### config.mk
export PLATFORM = sky130hd
export DESIGN_NAME = acq_trig_seq
export DESIGN_NICKNAME = d
export VERILOG_FILES = /design/src/rtl/acq_trig_pkg.sv /design/src/rtl/acq_regs.sv /design/src/rtl/acq_trig_sel.sv /design/src/rtl/acq_scan.sv /design/src/rtl/acq_trig_seq.sv
export SDC_FILE = /design/constraint.sdc
export NUM_CORES = 1
export LEC_CHECK = 0
export BUFFER_PORTS_ARGS = -buffer_cell sky130_fd_sc_hd__clkbuf_2
export CORE_MARGIN = 3
export CORE_UTILIZATION = 46
export DETAILED_ROUTE_END_ITERATION = 10
export PLACE_DENSITY = 0.72
export SYNTH_ARGS = -nofsm -noshare
export SYNTH_HDL_FRONTEND = slang
export SYNTH_SLANG_ARGS = --single-unit
export TNS_END_PERCENT = 1
### constraint.sdc
create_clock -name clk -period 3.7 [get_ports clk]
set_input_delay 0.74 -clock clk [delete_from_list [all_inputs] [get_ports clk]]
set_output_delay 0.74 -clock clk [all_outputs]
set_load 0.05 [all_outputs]
### src/rtl/acq_trig_pkg.sv
package acq_trig_pkg;

    localparam int GAIN_W = 3;
    localparam int DATA_W = 8;

    typedef struct packed {
        logic [1:0] rsvd;
        logic       evt_flag;
        logic       post_flag;
        logic       pre_en;
        logic       ext_sel;
        logic       pacer_sel;
        logic       scan_en;
    } ctrl_t;

    typedef enum logic [1:0] {
        REG_CTRL   = 2'd0,
        REG_CHAN   = 2'd1,
        REG_GAIN   = 2'd2,
        REG_SWTRIG = 2'd3
    } reg_addr_t;

    typedef enum logic [1:0] {
        SRC_SW    = 2'd0,
        SRC_PACER = 2'd1,
        SRC_EXT   = 2'd2
    } src_t;

    function automatic src_t pick_src(input ctrl_t c);
        if (c.ext_sel)        return SRC_EXT;
        else if (c.pacer_sel) return SRC_PACER;
        else                  return SRC_SW;
    endfunction

endpackage

### src/rtl/acq_regs.sv
module acq_regs
    import acq_trig_pkg::*;
#(
    parameter int CH_W = 4
) (
    input  logic                 clk,
    input  logic                 rst,
    input  logic                 wr_en,
    input  logic [1:0]           addr,
    input  logic [DATA_W-1:0]    wdata,
    input  logic                 busy,
    output logic [DATA_W-1:0]    rdata,
    output ctrl_t                ctrl,
    output logic [CH_W-1:0]      chan,
    output logic [GAIN_W-1:0]    gain,
    output logic                 sw_stb,
    output logic                 chan_wr
);
    always_ff @(posedge clk) begin
        if (rst) begin
            ctrl <= '0;
            chan <= '0;
            gain <= '0;
        end else if (wr_en) begin
            case (reg_addr_t'(addr))
                REG_CTRL: ctrl <= ctrl_t'({2'b00, wdata[5:0]});
                REG_CHAN: chan <= wdata[CH_W-1:0];
                REG_GAIN: gain <= wdata[GAIN_W-1:0];
                default:  ;
            endcase
        end
    end

    assign sw_stb  = wr_en && (reg_addr_t'(addr) == REG_SWTRIG);
    assign chan_wr = wr_en && (reg_addr_t'(addr) == REG_CHAN);

    always_comb begin
        rdata = '0;
        case (reg_addr_t'(addr))
            REG_CTRL: rdata = ctrl;
            REG_CHAN: rdata[CH_W-1:0] = chan;
            REG_GAIN: begin
                rdata[GAIN_W-1:0] = gain;
                rdata[DATA_W-1]   = busy;
            end
            default:  rdata = '0;
        endcase
    end
endmodule

### src/rtl/acq_trig_sel.sv
module acq_trig_sel
    import acq_trig_pkg::*;
#(
    parameter int SYNC_STAGES = 2
) (
    input  logic  clk,
    input  logic  rst,
    input  ctrl_t ctrl,
    input  logic  sw_stb,
    input  logic  pacer_tick,
    input  logic  ext_trig,
    output logic  trig_req
);
    logic [SYNC_STAGES:0] sync_q;

    generate
        for (genvar i = 0; i <= SYNC_STAGES; i++) begin : g_sync
            always_ff @(posedge clk) begin
                if (rst)         sync_q[i] <= 1'b0;
                else if (i == 0) sync_q[i] <= ext_trig;
                else             sync_q[i] <= sync_q[i-1];
            end
        end
    endgenerate

    logic ext_rise;
    assign ext_rise = sync_q[SYNC_STAGES-1] & ~sync_q[SYNC_STAGES];

    always_comb begin
        case (pick_src(ctrl))
            SRC_PACER: trig_req = pacer_tick;
            SRC_EXT:   trig_req = ext_rise;
            default:   trig_req = sw_stb;
        endcase
    end
endmodule

### src/rtl/acq_scan.sv
module acq_scan #(
    parameter int CH_W     = 4,
    parameter int BUSY_CYC = 8
) (
    input  logic            clk,
    input  logic            rst,
    input  logic            trig_req,
    input  logic            scan_en,
    input  logic [CH_W-1:0] chan,
    input  logic            chan_wr,
    output logic            conv_start,
    output logic [CH_W-1:0] conv_chan,
    output logic            busy
);
    localparam int CNT_W = $clog2(BUSY_CYC + 1);

    logic [CNT_W-1:0] cnt_q;
    logic [CH_W-1:0]  pos_q;
    logic             fire;

    assign busy = (cnt_q != '0);
    assign fire = trig_req && !busy;

    always_ff @(posedge clk) begin
        if (rst) begin
            cnt_q      <= '0;
            conv_start <= 1'b0;
            conv_chan  <= '0;
        end else begin
            conv_start <= fire;
            if (fire) begin
                cnt_q     <= CNT_W'(BUSY_CYC);
                conv_chan <= scan_en ? pos_q : chan;
            end else if (busy) begin
                cnt_q <= cnt_q - 1'b1;
            end
        end
    end

    always_ff @(posedge clk) begin
        if (rst || chan_wr)
            pos_q <= '0;
        else if (fire && scan_en)
            pos_q <= (pos_q >= chan) ? '0 : pos_q + 1'b1;
    end
endmodule

### src/rtl/acq_trig_seq.sv
module acq_trig_seq
    import acq_trig_pkg::*;
#(
    parameter int NUM_CH   = 16,
    parameter int BUSY_CYC = 8
) (
    input  logic        clk,
    input  logic        rst,
    input  logic        wr_en,
    input  logic [1:0]  addr,
    input  logic [7:0]  wdata,
    output logic [7:0]  rdata,
    input  logic        pacer_tick,
    input  logic        ext_trig,
    output logic        conv_start,
    output logic [3:0]  conv_chan,
    output logic [2:0]  conv_gain,
    output logic        busy
);
    localparam int CH_W = $clog2(NUM_CH);

    ctrl_t            ctrl_w;
    logic [CH_W-1:0]  chan_w;
    logic             sw_stb;
    logic             chan_wr;
    logic             trig_req;

    acq_regs #(.CH_W(CH_W)) u_regs (
        .clk(clk), .rst(rst), .wr_en(wr_en), .addr(addr), .wdata(wdata),
        .busy(busy), .rdata(rdata), .ctrl(ctrl_w), .chan(chan_w),
        .gain(conv_gain), .sw_stb(sw_stb), .chan_wr(chan_wr)
    );

    acq_trig_sel #(.SYNC_STAGES(2)) u_sel (
        .clk(clk), .rst(rst), .ctrl(ctrl_w), .sw_stb(sw_stb),
        .pacer_tick(pacer_tick), .ext_trig(ext_trig), .trig_req(trig_req)
    );

    acq_scan #(.CH_W(CH_W), .BUSY_CYC(BUSY_CYC)) u_scan (
        .clk(clk), .rst(rst), .trig_req(trig_req), .scan_en(ctrl_w.scan_en),
        .chan(chan_w), .chan_wr(chan_wr), .conv_start(conv_start),
        .conv_chan(conv_chan), .busy(busy)
    );
endmodule

Yosys cells after proc, flatten, opt, wreduce, memory -nomap -nowiden:

Cells that the tools add are included.

* add/sub/neg operators: 2
* magnitude comparators: 1
* equal/unequal tests: 5
* mux-type cells: 11
* bitwise logic cells: 2
* reductions and logical operators: 13

Operator list (number)
* $mux W4: 4
* $pmux W3 S3: 1
* $eq A2 B2 Y1 const B: 3
* $reduce_and A2 Y1: 3
* $add A4 B1 Y4 const B: 1
* $eq A2 B1 Y1 const B: 2
* $ge A4 B4 Y1: 1
* $logic_and A1 B1 Y1: 4
* $mux W2: 2
* $pmux W1 S2: 2
* $reduce_bool A4 Y1: 1
* $sub A4 B1 Y4 const B: 1
* $logic_not A2 Y1: 1
* $mux W1: 2
* $reduce_bool A2 Y1: 1
* $reduce_or A2 Y1: 1
* $and A1 B1 Y1: 1
* $logic_not A1 Y1: 1
* $logic_or A1 B1 Y1: 1
* $not A1 Y1: 1

* register bits after elaboration: 29
* bits of input ports: 15
* output and inout bits: 17
* logic and storage cells: 50

Depth between registers and ports, before layout:

Gate-level depths: netlist of run 1.

* depth after elaboration: 6
* mapped depth: 8
* gate-level depth less buffers: 7

Modules after synthesis:

A second synthesis of run 1 with hierarchy kept.

* cell total of the unflattened synthesis: 157
* area, all modules: 1508.9 µm²

By module, submodules not included
* acq_regs: instances 1, cells an instance 72, area an instance 708.2 µm², sequential area each 260.2 µm²
* acq_scan: instances 1, cells an instance 76, area an instance 699.4 µm², sequential area each 260.2 µm²
* acq_trig_sel: instances 1, cells an instance 9, area an instance 101.3 µm², sequential area each 60.1 µm²

Worst setup path after synthesis of run 1:

OpenSTA, ideal clock, no wires.

* path type: input to output
* start: in addr[0]
* end: out rdata[0]
* arrival time: 2.111 ns
* data required time: 2.960 ns
* path slack: 0.849 ns
* cell stages on the path: 3
* path buffers: 1
* cell sequence: buf_2 -> mux2i_1 -> o21ai_0

* cells in the longest elaborated chain, start to end: 2
* elaborated cells on any way between the ends: 4
* those cells by class: eq/ne (2); mux (1); reduce/logical (1)

RTL lines
* from (decl): RTL line acq_trig_seq.sv:10 `input logic [1:0] addr,`
* $eq A2 B2 Y1, or another cell as far along: RTL line acq_regs.sv:39 `case (reg_addr_t'(addr))`
* $pmux W3 S3 (*): RTL line acq_regs.sv:39
* to (decl): RTL line acq_trig_seq.sv:12 `output logic [7:0] rdata,`

Mark *: on every way between the ends. The rest lies on a longest branch, timed or not.

Worst setup path after layout of run 1:

* start: in addr[0]
* end: out rdata[2]

Same word-level chain as after synthesis.

==> reports/results.ini, run 1 <==
[yosys]
number_of_synthesized_register_bits=29
top_reg_cell_synth=dfxtp_1
mappedNetlistNets=182
synth-edff-count=0
syn_avg_cell_area_um2=8.76
seq_area_frac_synth_pct=41.2
syn-instance-count=161
synth_warnings=0
netlist_area_before_placement_um2=1410
yosys.cell_types.count=31
synth-async-reset-ratio_pct=0

[sta]
worst_hold_slack_ns=0.452
finalHoldViolCount=0
final.setup.worst_slack_ns=1.07
setup_total_negative_slack_ns=0
fin_crit_period_ns=2.63
slew_viol_final=0
final-setup-viol-count=0
final_min_period_over_clock_period_pct=71.1
timing.slew.headroom_pct=66.6
clock_skew_ns=0.00400
tightestPinTransition_ns=0.501
fmax_mhz=380
grt_setup_unrepaired=false

[placement]
placed_area_um2=1550
port-buffer-count=28
place_congestion=0.726
placedCellCount=210
post-place-ws_ns=1.14
dp_hpwl_um=2100

[floorplan]
fp.dieH_um=61.4
placement_rows=19
fp.dieArea_um2=3770
floorplan.io_pins=32
initial_core_util_pct=49.8
core_region_area_um2=2830
die_width_um=61.4

[detailed_routing]
dr.first_iter.drc_count=31
detailedRoute.firstPassIterationCount=4
route.vias.total=1165
drt-total-wl_um=2770
drt-vias-per-instance=5.37
drt.antenna.violating_nets=0
routed_wire_length_per_instance_um=12.8
drc_errors=0

[pwr]
leakagePower_uw=0.000672
cellPowerDensity_nw_per_um2=515
vdd.ir_drop.worst_v=0.000498

[setup_path]
reg2reg_slack_ns=1.36
timing.critical_path.slowest_cell_delay_ns=0.42
reg2regPathDepth=8
cp_slowest_cell=nor2b_1
timing.critical_path.depth=5
crit_end=rdata[2]
timing_worst_setup_path_type=in -> out
critPathRequiredTime_ns=2.96
cp_num_buf_inv=2
critPathMaxFanout=8
crit_path_start=addr[0]
path_common_cell=clkbuf_2
crit-reg2reg-launch=u_scan.cnt_q[0]$_SDFFE_PP0N_
critPathArrivalTime_ns=1.89
rr_endpoint=u_scan.pos_q[2]$_SDFFE_PP0P_
cp-start-kind=input port
worst_path_dominant_cell_family=simple AND/OR/NAND/NOR gates
crit_path_cell_trace=clkbuf_2 -> nor2b_1 -> nand2_1 -> o21ai_0 -> clkbuf_2
cp-end-kind=output port

[clock_tree]
numCtsBuffers=5
cts_num_sinks=29
cts.clk_slew.worst_paths_ns=0.08
postCtsHoldBufs=0
cts.root.buffer_cell=clkbuf_4
post_cts_resized=0
tritoncts_clock_tree=done
clkLatencyLatePin_ns=0.32
buffer_depth_of_the_longest_clock_path=2
post-cts-setup-buffers=0
cts.htree.levels=2

[final_layout]
fraction_of_layout_cells_with_a_size_suffix_above_1_pct=19.9
design_area_um2=1600
areaGrowthSynthToFinish_pct=13.6
fill_cells=256
final_nets=207
finalNonFillerCells=217
num_antenna_cells=0

[outcome]
run_status=complete, no violations

[grt]
number_of_antenna_violations_at_the_first_check_in_global_routing=0
largest_net_degree_at_the_start_of_global_routing=27
grt_first_pass_wirelength_um=4810
grtUsageTotal_pct=17.6
grt_pass1_vias=1123
grt-ovfl-total=0

[worst_hold_path]
worst_hold_path_type=reg -> reg

[run]
max-cap-violations=0

worst min path at each step:
stage | start | slack, ns | cells after the start | to
2_1_floorplan | u_sel.sync_q[0]$_SDFF_PP0_ | 0.41 | 1 | u_sel.sync_q[1]$_SDFF_PP0_
3_3_place_gp | u_sel.sync_q[0]$_SDFF_PP0_ | 0.42 | 1 | u_sel.sync_q[1]$_SDFF_PP0_
3_5_place_dp | u_sel.sync_q[0]$_SDFF_PP0_ | 0.44 | 1 | u_sel.sync_q[1]$_SDFF_PP0_
4_1_cts | u_sel.sync_q[0]$_SDFF_PP0_ | 0.46 | 1 | u_sel.sync_q[1]$_SDFF_PP0_
5_1_grt | u_sel.sync_q[0]$_SDFF_PP0_ | 0.46 | 1 | u_sel.sync_q[1]$_SDFF_PP0_
6_report | u_sel.sync_q[0]$_SDFF_PP0_ | 0.45 | 1 | u_sel.sync_q[1]$_SDFF_PP0_
cell type report:
| cell class | instances | area [µm²] | area share, % |
|---|---|---|---|
| Inverter | 9 | 33.8 | 2.11 |
| Tap cell | 31 | 38.8 | 2.42 |
| Timing Repair Buffer | 29 | 148 | 9.22 |
| Multi-Input combinational cell | 112 | 746 | 46.6 |
| Clock buffer | 7 | 55.1 | 3.44 |
| Sequential cell | 29 | 581 | 36.2 |
metrics by stage:
stage                     util [%]  total power (µW)
after floorplan                  -               592
after global placement        54.7               633
after detailed placement      54.7               643
after CTS                     56.6               837
after global routing          56.6               880
final                         56.6               826
Yosys cell counts (all sizes together), types with 4 or more instances:
| cell type | n | area [µm²] |
|---|---|---|
| nor2b | 5 | 31.3 |
| buf | 5 | 27.5 |
| nand2 | 13 | 51.3 |
| ha | 6 | 75.1 |
| clkbuf | 6 | 22.5 |
| nor3 | 4 | 20.0 |
| dfxtp | 29 | 581 |
| o21ai | 4 | 20.0 |
| a211oi | 6 | 45.0 |
| inv | 9 | 33.8 |
| mux2i | 18 | 180 |
| a21oi | 9 | 45.0 |
| nand2b | 4 | 25.0 |
| nor2 | 20 | 75.1 |
| and2 | 4 | 25.0 |
kinds of logic after synthesis:
family	Yosys count	synth area share, %
other	1	0.266
XOR/XNOR	1	0.621
AND/OR/NAND/NOR	62	21.8
adder cells (fa/ha/maj)	6	5.32
multiplexers	18	12.8
AO/OA/AOI/OAI	24	12.1
flip-flops	29	41.2
buffers and inverters	20	5.94
registers in the layout (all words and copies together), names as in the netlist:
| register | count |
|---|---|
| u_scan.pos_q | 4 |
| u_scan.conv_start | 1 |
| u_regs.gain | 3 |
| u_regs.chan | 4 |
| u_regs.ctrl | 6 |
| u_scan.cnt_q | 4 |
| u_scan.conv_chan | 4 |
| u_sel.sync_q | 3 |
cell usage in the layout (no fill, tap or decap), drive strengths merged, types with 5 or more instances in the layout:
master  instances
inv             9
nand2          13
nor2           20
a211oi          6
dfxtp          29
mux2i          18
clkbuf         35
a21oi           9
nor2b           5
ha              6
routing by layer:
metal,vias to the layer above,global-route usage [%],part of all wire (%)
li1,595,-,-
met1,541,21.4,43
met2,22,28.5,50
met3,7,4.40,4.1
met4,0,9.09,2.0
met5,-,0,0
power by group:
part           internal (µW)  switching (µW)  total [µW]
logic                   86.9             182         269
registers                344            22.5         367
clock network           89.5             100         190
Note: power is estimated with default switching activity, not from simulation.
==> inputs of run 2 (changes only) <==
==> constraint.sdc (replaced) <==
create_clock -name clk -period 2.65 [get_ports clk]
set_input_delay 0.53 -clock clk [delete_from_list [all_inputs] [get_ports clk]]
set_output_delay 0.53 -clock clk [all_outputs]
set_load 0.05 [all_outputs]
==> run 2 against run 1 <==
Compared with the run above: register-to-register slack got worse by 0.83 ns; worst hold slack got worse by 0.035 ns; utilization rose by 0.31 points; final cell count is 1.4% higher; critical path type is now reg -> out.
==> reports/results.ini, run 2 (same netlist as run 1, synthesis figures left out) <==
[outcome]
run_status=complete, no violations

[clock_tree]
cts.clk_slew.worst_paths_ns=0.08
clkLatencyLatePin_ns=0.33
cts_num_sinks=29
post-cts-setup-buffers=0
tritoncts_clock_tree=done
cts.root.buffer_cell=clkbuf_4
postCtsHoldBufs=0
cts.htree.levels=2
post_cts_resized=0
buffer_depth_of_the_longest_clock_path=2
numCtsBuffers=5

[final_layout]
largest_reg_by_ff_count=u_regs.ctrl
fraction_of_layout_cells_with_a_size_suffix_above_1_pct=20.1
largest_reg_flops=6
areaGrowthSynthToFinish_pct=14.2
fill_cells=262
final_cell_mix=dfxtp_1, clkbuf_2, nor2_1, mux2i_1, nand2_1
post-route-util_pct=56.9
final_nets=209
num_antenna_cells=0
most_common_cell_after_layout_fill_and_taps_aside=dfxtp_1

[sta]
finalHoldViolCount=0
clock_skew_ns=0.00752
final-setup-viol-count=0
final_min_period_over_clock_period_pct=89.1
fin_crit_period_ns=2.36
setup_total_negative_slack_ns=0
grt_setup_unrepaired=false
fmax_mhz=423
slew_viol_final=0

[grt]
grt_first_pass_wirelength_um=4990
grt_pass1_vias=1121
grtUsageTotal_pct=18.3
largest_net_degree_at_the_start_of_global_routing=26
grt-ovfl-total=0
number_of_antenna_violations_at_the_first_check_in_global_routing=0

[detailed_routing]
detailedRoute.firstPassIterationCount=4
dr.first_iter.drc_count=47
drt-vias-per-instance=5.37
routed_wire_length_per_instance_um=12.5
drt.antenna.violating_nets=0
drt-total-wl_um=2760
drc_errors=0
route.vias.total=1182

[floorplan]
floorplan.io_pins=32
initial_core_util_pct=49.8
placement_rows=19
fp.dieArea_um2=3770
die_width_um=61.4
core_region_area_um2=2830
fp.dieH_um=61.4

[pwr]
report.power.total_uw=1130
cellPowerDensity_nw_per_um2=704
vdd.ir_drop.worst_v=0.000621
leakagePower_uw=0.000678

[setup_path]
timing_worst_setup_path_type=reg -> out
rr_endpoint=u_scan.pos_q[2]$_SDFFE_PP0P_
timing.critical_path.slowest_cell_delay_ns=0.49
reg2reg_slack_ns=0.53
timing.critical_path.depth=5
critPathRequiredTime_ns=2.12
critPathArrivalTime_ns=1.83
crit_path_cell_trace=inv_1 -> ha_1 -> or3b_1 -> and2_1 -> clkbuf_2
crit_path_start=u_scan.cnt_q[0]$_SDFFE_PP0N_
crit_end=rdata[7]
critPathMaxFanout=6
cp-end-kind=output port
crit-reg2reg-launch=u_scan.cnt_q[0]$_SDFFE_PP0N_
worst_path_dominant_cell_family=simple AND/OR/NAND/NOR gates
cp-start-kind=register
cp_slowest_cell=or3b_1
cp_num_buf_inv=2
reg2regPathDepth=7

[placement]
place_congestion=0.745
dp_hpwl_um=2130
port-buffer-count=28

[worst_hold_path]
worst_hold_path_type=in -> reg

[run]
max-cap-violations=0

run 2: power breakdown:
group          switching, µW  internal (µW)
logic                    251            122
registers               28.8            481
clock network            146            105
run 2: how the worst min path moves through the flow:
stage	slack, ns	depth (start not counted)	from	to
floorplan	0.41	1	u_sel.sync_q[0]$_SDFF_PP0_	u_sel.sync_q[1]$_SDFF_PP0_
global placement	0.42	1	u_sel.sync_q[0]$_SDFF_PP0_	u_sel.sync_q[1]$_SDFF_PP0_
detailed placement	0.44	1	u_sel.sync_q[0]$_SDFF_PP0_	u_sel.sync_q[1]$_SDFF_PP0_
CTS	0.41	2	ext_trig	u_sel.sync_q[0]$_SDFF_PP0_
global route	0.43	2	ext_trig	u_sel.sync_q[0]$_SDFF_PP0_
finish	0.42	2	ext_trig	u_sel.sync_q[0]$_SDFF_PP0_
run 2: stage by stage:
step / instance area (µm²) / cells / worst slack (ns) / hold slack (ns)
2_1_floorplan: 1410 / 161 / 0.219 / 0.414
3_3_place_gp: 1560 / 212 / 0.508 / 0.425
3_5_place_dp: 1560 / 212 / 0.464 / 0.439
4_1_cts: 1610 / 220 / 0.256 / 0.405
5_1_grt: 1610 / 220 / 0.173 / 0.427
6_report: 1610 / 220 / 0.288 / 0.417
run 2: layout make-up:
class	instances	area, µm²	share of cell area [%]
Multi-Input combinational cell	112	746	46.3
Sequential cell	29	581	36.1
Timing Repair Buffer	31	163	10.1
Clock buffer	8	48.8	3.03
Tap cell	31	38.8	2.41
Inverter	9	33.8	2.10
run 2: layer usage:
layer / track usage (%) / vias to the layer above / share of wire [%]
met5: 0 / - / 0
met4: 6.36 / 0 / 1.4
met3: 7.55 / 6 / 4.2
met2: 28.1 / 21 / 46
met1: 23.2 / 548 / 48
li1: - / 607 / -
==> inputs of run 3 (changes only) <==
--- a/config.mk
+++ b/config.mk
@@ -9,7 +9,7 @@
 export CORE_MARGIN = 3
 export CORE_UTILIZATION = 46
 export DETAILED_ROUTE_END_ITERATION = 10
-export PLACE_DENSITY = 0.72
+export PLACE_DENSITY = 0.74
 export SYNTH_ARGS = -nofsm -noshare
 export SYNTH_HDL_FRONTEND = slang
 export SYNTH_SLANG_ARGS = --single-unit
==> constraint.sdc (replaced) <==
create_clock -name clk -period 1.97 [get_ports clk]
set_input_delay 0.394 -clock clk [delete_from_list [all_inputs] [get_ports clk]]
set_output_delay 0.394 -clock clk [all_outputs]
set_load 0.05 [all_outputs]
==> run 3 against run 2 <==
Compared with the run above: the flow now finishes with violations (negative setup slack); routed wire length grew 14%; sequential power grew 36%; largest power group is now combinational cells; combinational power grew 92%; setup slack lost 0.36 ns; final area grew 8.6%; largest cell class unchanged; total power grew 57%; critical endpoint unchanged; critical path depth grew 1; non-clock buffer count grew 11; utilization grew 4.9 points.
==> reports/results.ini, run 3 (same netlist as run 1, synthesis figures left out) <==
[setup_path]
timing.critical_path.slowest_cell_delay_ns=0.38
crit-reg2reg-launch=u_scan.cnt_q[0]$_SDFFE_PP0N_
critPathRequiredTime_ns=1.58
reg2reg_slack_ns=0
timing_worst_setup_path_type=reg -> out
cp-start-kind=register
cp-end-kind=output port
critPathMaxFanout=3
reg2regPathDepth=8
crit_path_cell_trace=inv_2 -> ha_4 -> or3b_4 -> buf_6 -> and2_4 -> clkbuf_16
critPathArrivalTime_ns=1.64
rr_endpoint=u_scan.pos_q[2]$_SDFFE_PP0P_
cp_slowest_cell=or3b_4

[run]
max-cap-violations=0

[floorplan]
floorplan.io_pins=32
placement_rows=19
initial_core_util_pct=49.8
core_region_area_um2=2830
fp.dieArea_um2=3770
die_width_um=61.4
fp.dieH_um=61.4

[detailed_routing]
detailedRoute.firstPassIterationCount=6
drc_errors=0
dr.first_iter.drc_count=42
drt-vias-per-instance=5.39
drt.antenna.violating_nets=0
drt-total-wl_um=3130
routed_wire_length_per_instance_um=13.6
route.vias.total=1240

[placement]
port-buffer-count=28
placed_area_um2=1610
dp_hpwl_um=2310
place_congestion=0.859

[final_layout]
areaGrowthSynthToFinish_pct=24.0
fraction_of_layout_cells_with_a_size_suffix_above_1_pct=28.6
num_antenna_cells=0
final_nets=220
largest_reg_flops=6
largest_reg_by_ff_count=u_regs.ctrl
design_area_um2=1750
final_cell_mix=dfxtp_1, clkbuf_2, nor2_1, mux2i_1
most_common_cell_after_layout_fill_and_taps_aside=dfxtp_1

[grt]
grt_first_pass_wirelength_um=5200
grtUsageTotal_pct=19.2
largest_net_degree_at_the_start_of_global_routing=26
number_of_antenna_violations_at_the_first_check_in_global_routing=0
grt_pass1_vias=1207
grt-ovfl-total=0

[sta]
finalHoldViolCount=0
grt_setup_unrepaired=true
fin_crit_period_ns=2.04
fmax_mhz=491
setup_total_negative_slack_ns=-0.0685
final-setup-viol-count=1
clock_skew_ns=0.00629
slew_viol_final=0
final.setup.worst_slack_ns=-0.0685
final_min_period_over_clock_period_pct=103
timing.slew.headroom_pct=62.6
tightestPinTransition_ns=0.557

[clock_tree]
cts.htree.levels=2
postCtsHoldBufs=0
numCtsBuffers=5
tritoncts_clock_tree=done
buffer_depth_of_the_longest_clock_path=2
cts.root.buffer_cell=clkbuf_4
clkLatencyLatePin_ns=0.32
cts.clk_slew.worst_paths_ns=0.09
cts_num_sinks=29

[worst_hold_path]
worst_hold_path_type=in -> reg
hold_start=ext_trig
worstHoldPathCells=2
holdPathEnd=u_sel.sync_q[0]$_SDFF_PP0_

[pwr]
cellPowerDensity_nw_per_um2=1020
leakagePower_uw=0.000747
vdd.ir_drop.worst_v=0.00106

[outcome]
run_status=complete, but fails checks
failed_checks=negative setup slack

-- run 3: cell types whose count changed in the layout (fill, tap and decap cells not counted), moves of 2 or more --
cell,before,now
clkbuf_1,3,1
dfxtp_2,0,2
buf_6,0,2
inv_1,9,7
dfxtp_1,29,27
buf_4,3,12
inv_2,0,2
clkbuf_2,28,26
-- run 3: worst max-delay path by stage --
stage	from	end	slack [ns]	cells past startpoint
finish	u_scan.cnt_q[0]$_SDFFE_PP0N_	rdata[7]	-0.07	6
global placement	u_scan.cnt_q[0]$_SDFFE_PP0N_	u_scan.pos_q[2]$_SDFFE_PP0P_	0.07	7
detailed placement	u_scan.cnt_q[0]$_SDFFE_PP0N_	u_scan.pos_q[2]$_SDFFE_PP0P_	-0.0003	7
global route	u_scan.cnt_q[0]$_SDFFE_PP0N_	rdata[7]	-0.12	6
CTS	u_scan.cnt_q[1]$_SDFFE_PP0N_	rdata[7]	-0.08	6
floorplan	addr[0]	rdata[2]	-0.19	3
-- run 3: worst max-delay path, delay by kind of cell (launching register included) --
kind / cells / cell delay (ns)
adders and majority gates: 1 / 0.13
buffers and inverters: 3 / 0.35
DFF: 1 / 0.33
and+or+nand+nor: 2 / 0.51
-- run 3: through the flow --
| stage | power (µW) | instances | utilization [%] | hold slack, ns | setup WS [ns] |
|---|---|---|---|---|---|
| 6_report | 1780 | 230 | 61.8 | 0.281 | -0.0685 |
| 5_1_grt | 1890 | 230 | 61.8 | 0.284 | -0.120 |
| 4_1_cts | 1790 | 230 | 61.7 | 0.263 | -0.0802 |
| 3_5_place_dp | 1260 | 218 | 56.8 | 0.428 | -0.000271 |
| 3_3_place_gp | 1240 | 218 | 56.8 | 0.422 | 0.0718 |
| 2_1_floorplan | 1120 | 161 | - | 0.414 | -0.188 |
-- run 3: per-layer routing --
layer,up-vias,wire length (µm),global-route usage [%],share of wire [%]
met5,-,0,0,0
met4,0,64,9.39,2.0
met3,9,166,6.50,5.3
met2,28,1600,32.5,51
met1,580,1300,21.5,42
li1,623,-,-,-
-- run 3: area by class of cell --
class	count	area (µm²)
fill	229	1080
timing repair buffer	42	275
tap	31	38.8
inverter	9	33.8
sequential	29	583
multi-input combinational	112	763
clock buffer	7	55.1
-- run 3: report_power, final --
part           internal, µW  switching [µW]
combinational           330             389
sequential              650            42.7
clock                   168             199
total                  1150             630
-- run 3: what timing repair did --
action	CTS	global route
buffers inserted	5	0
gates resized for setup	13	1
pin swaps	4	4
endpoints found under the setup margin	3	7
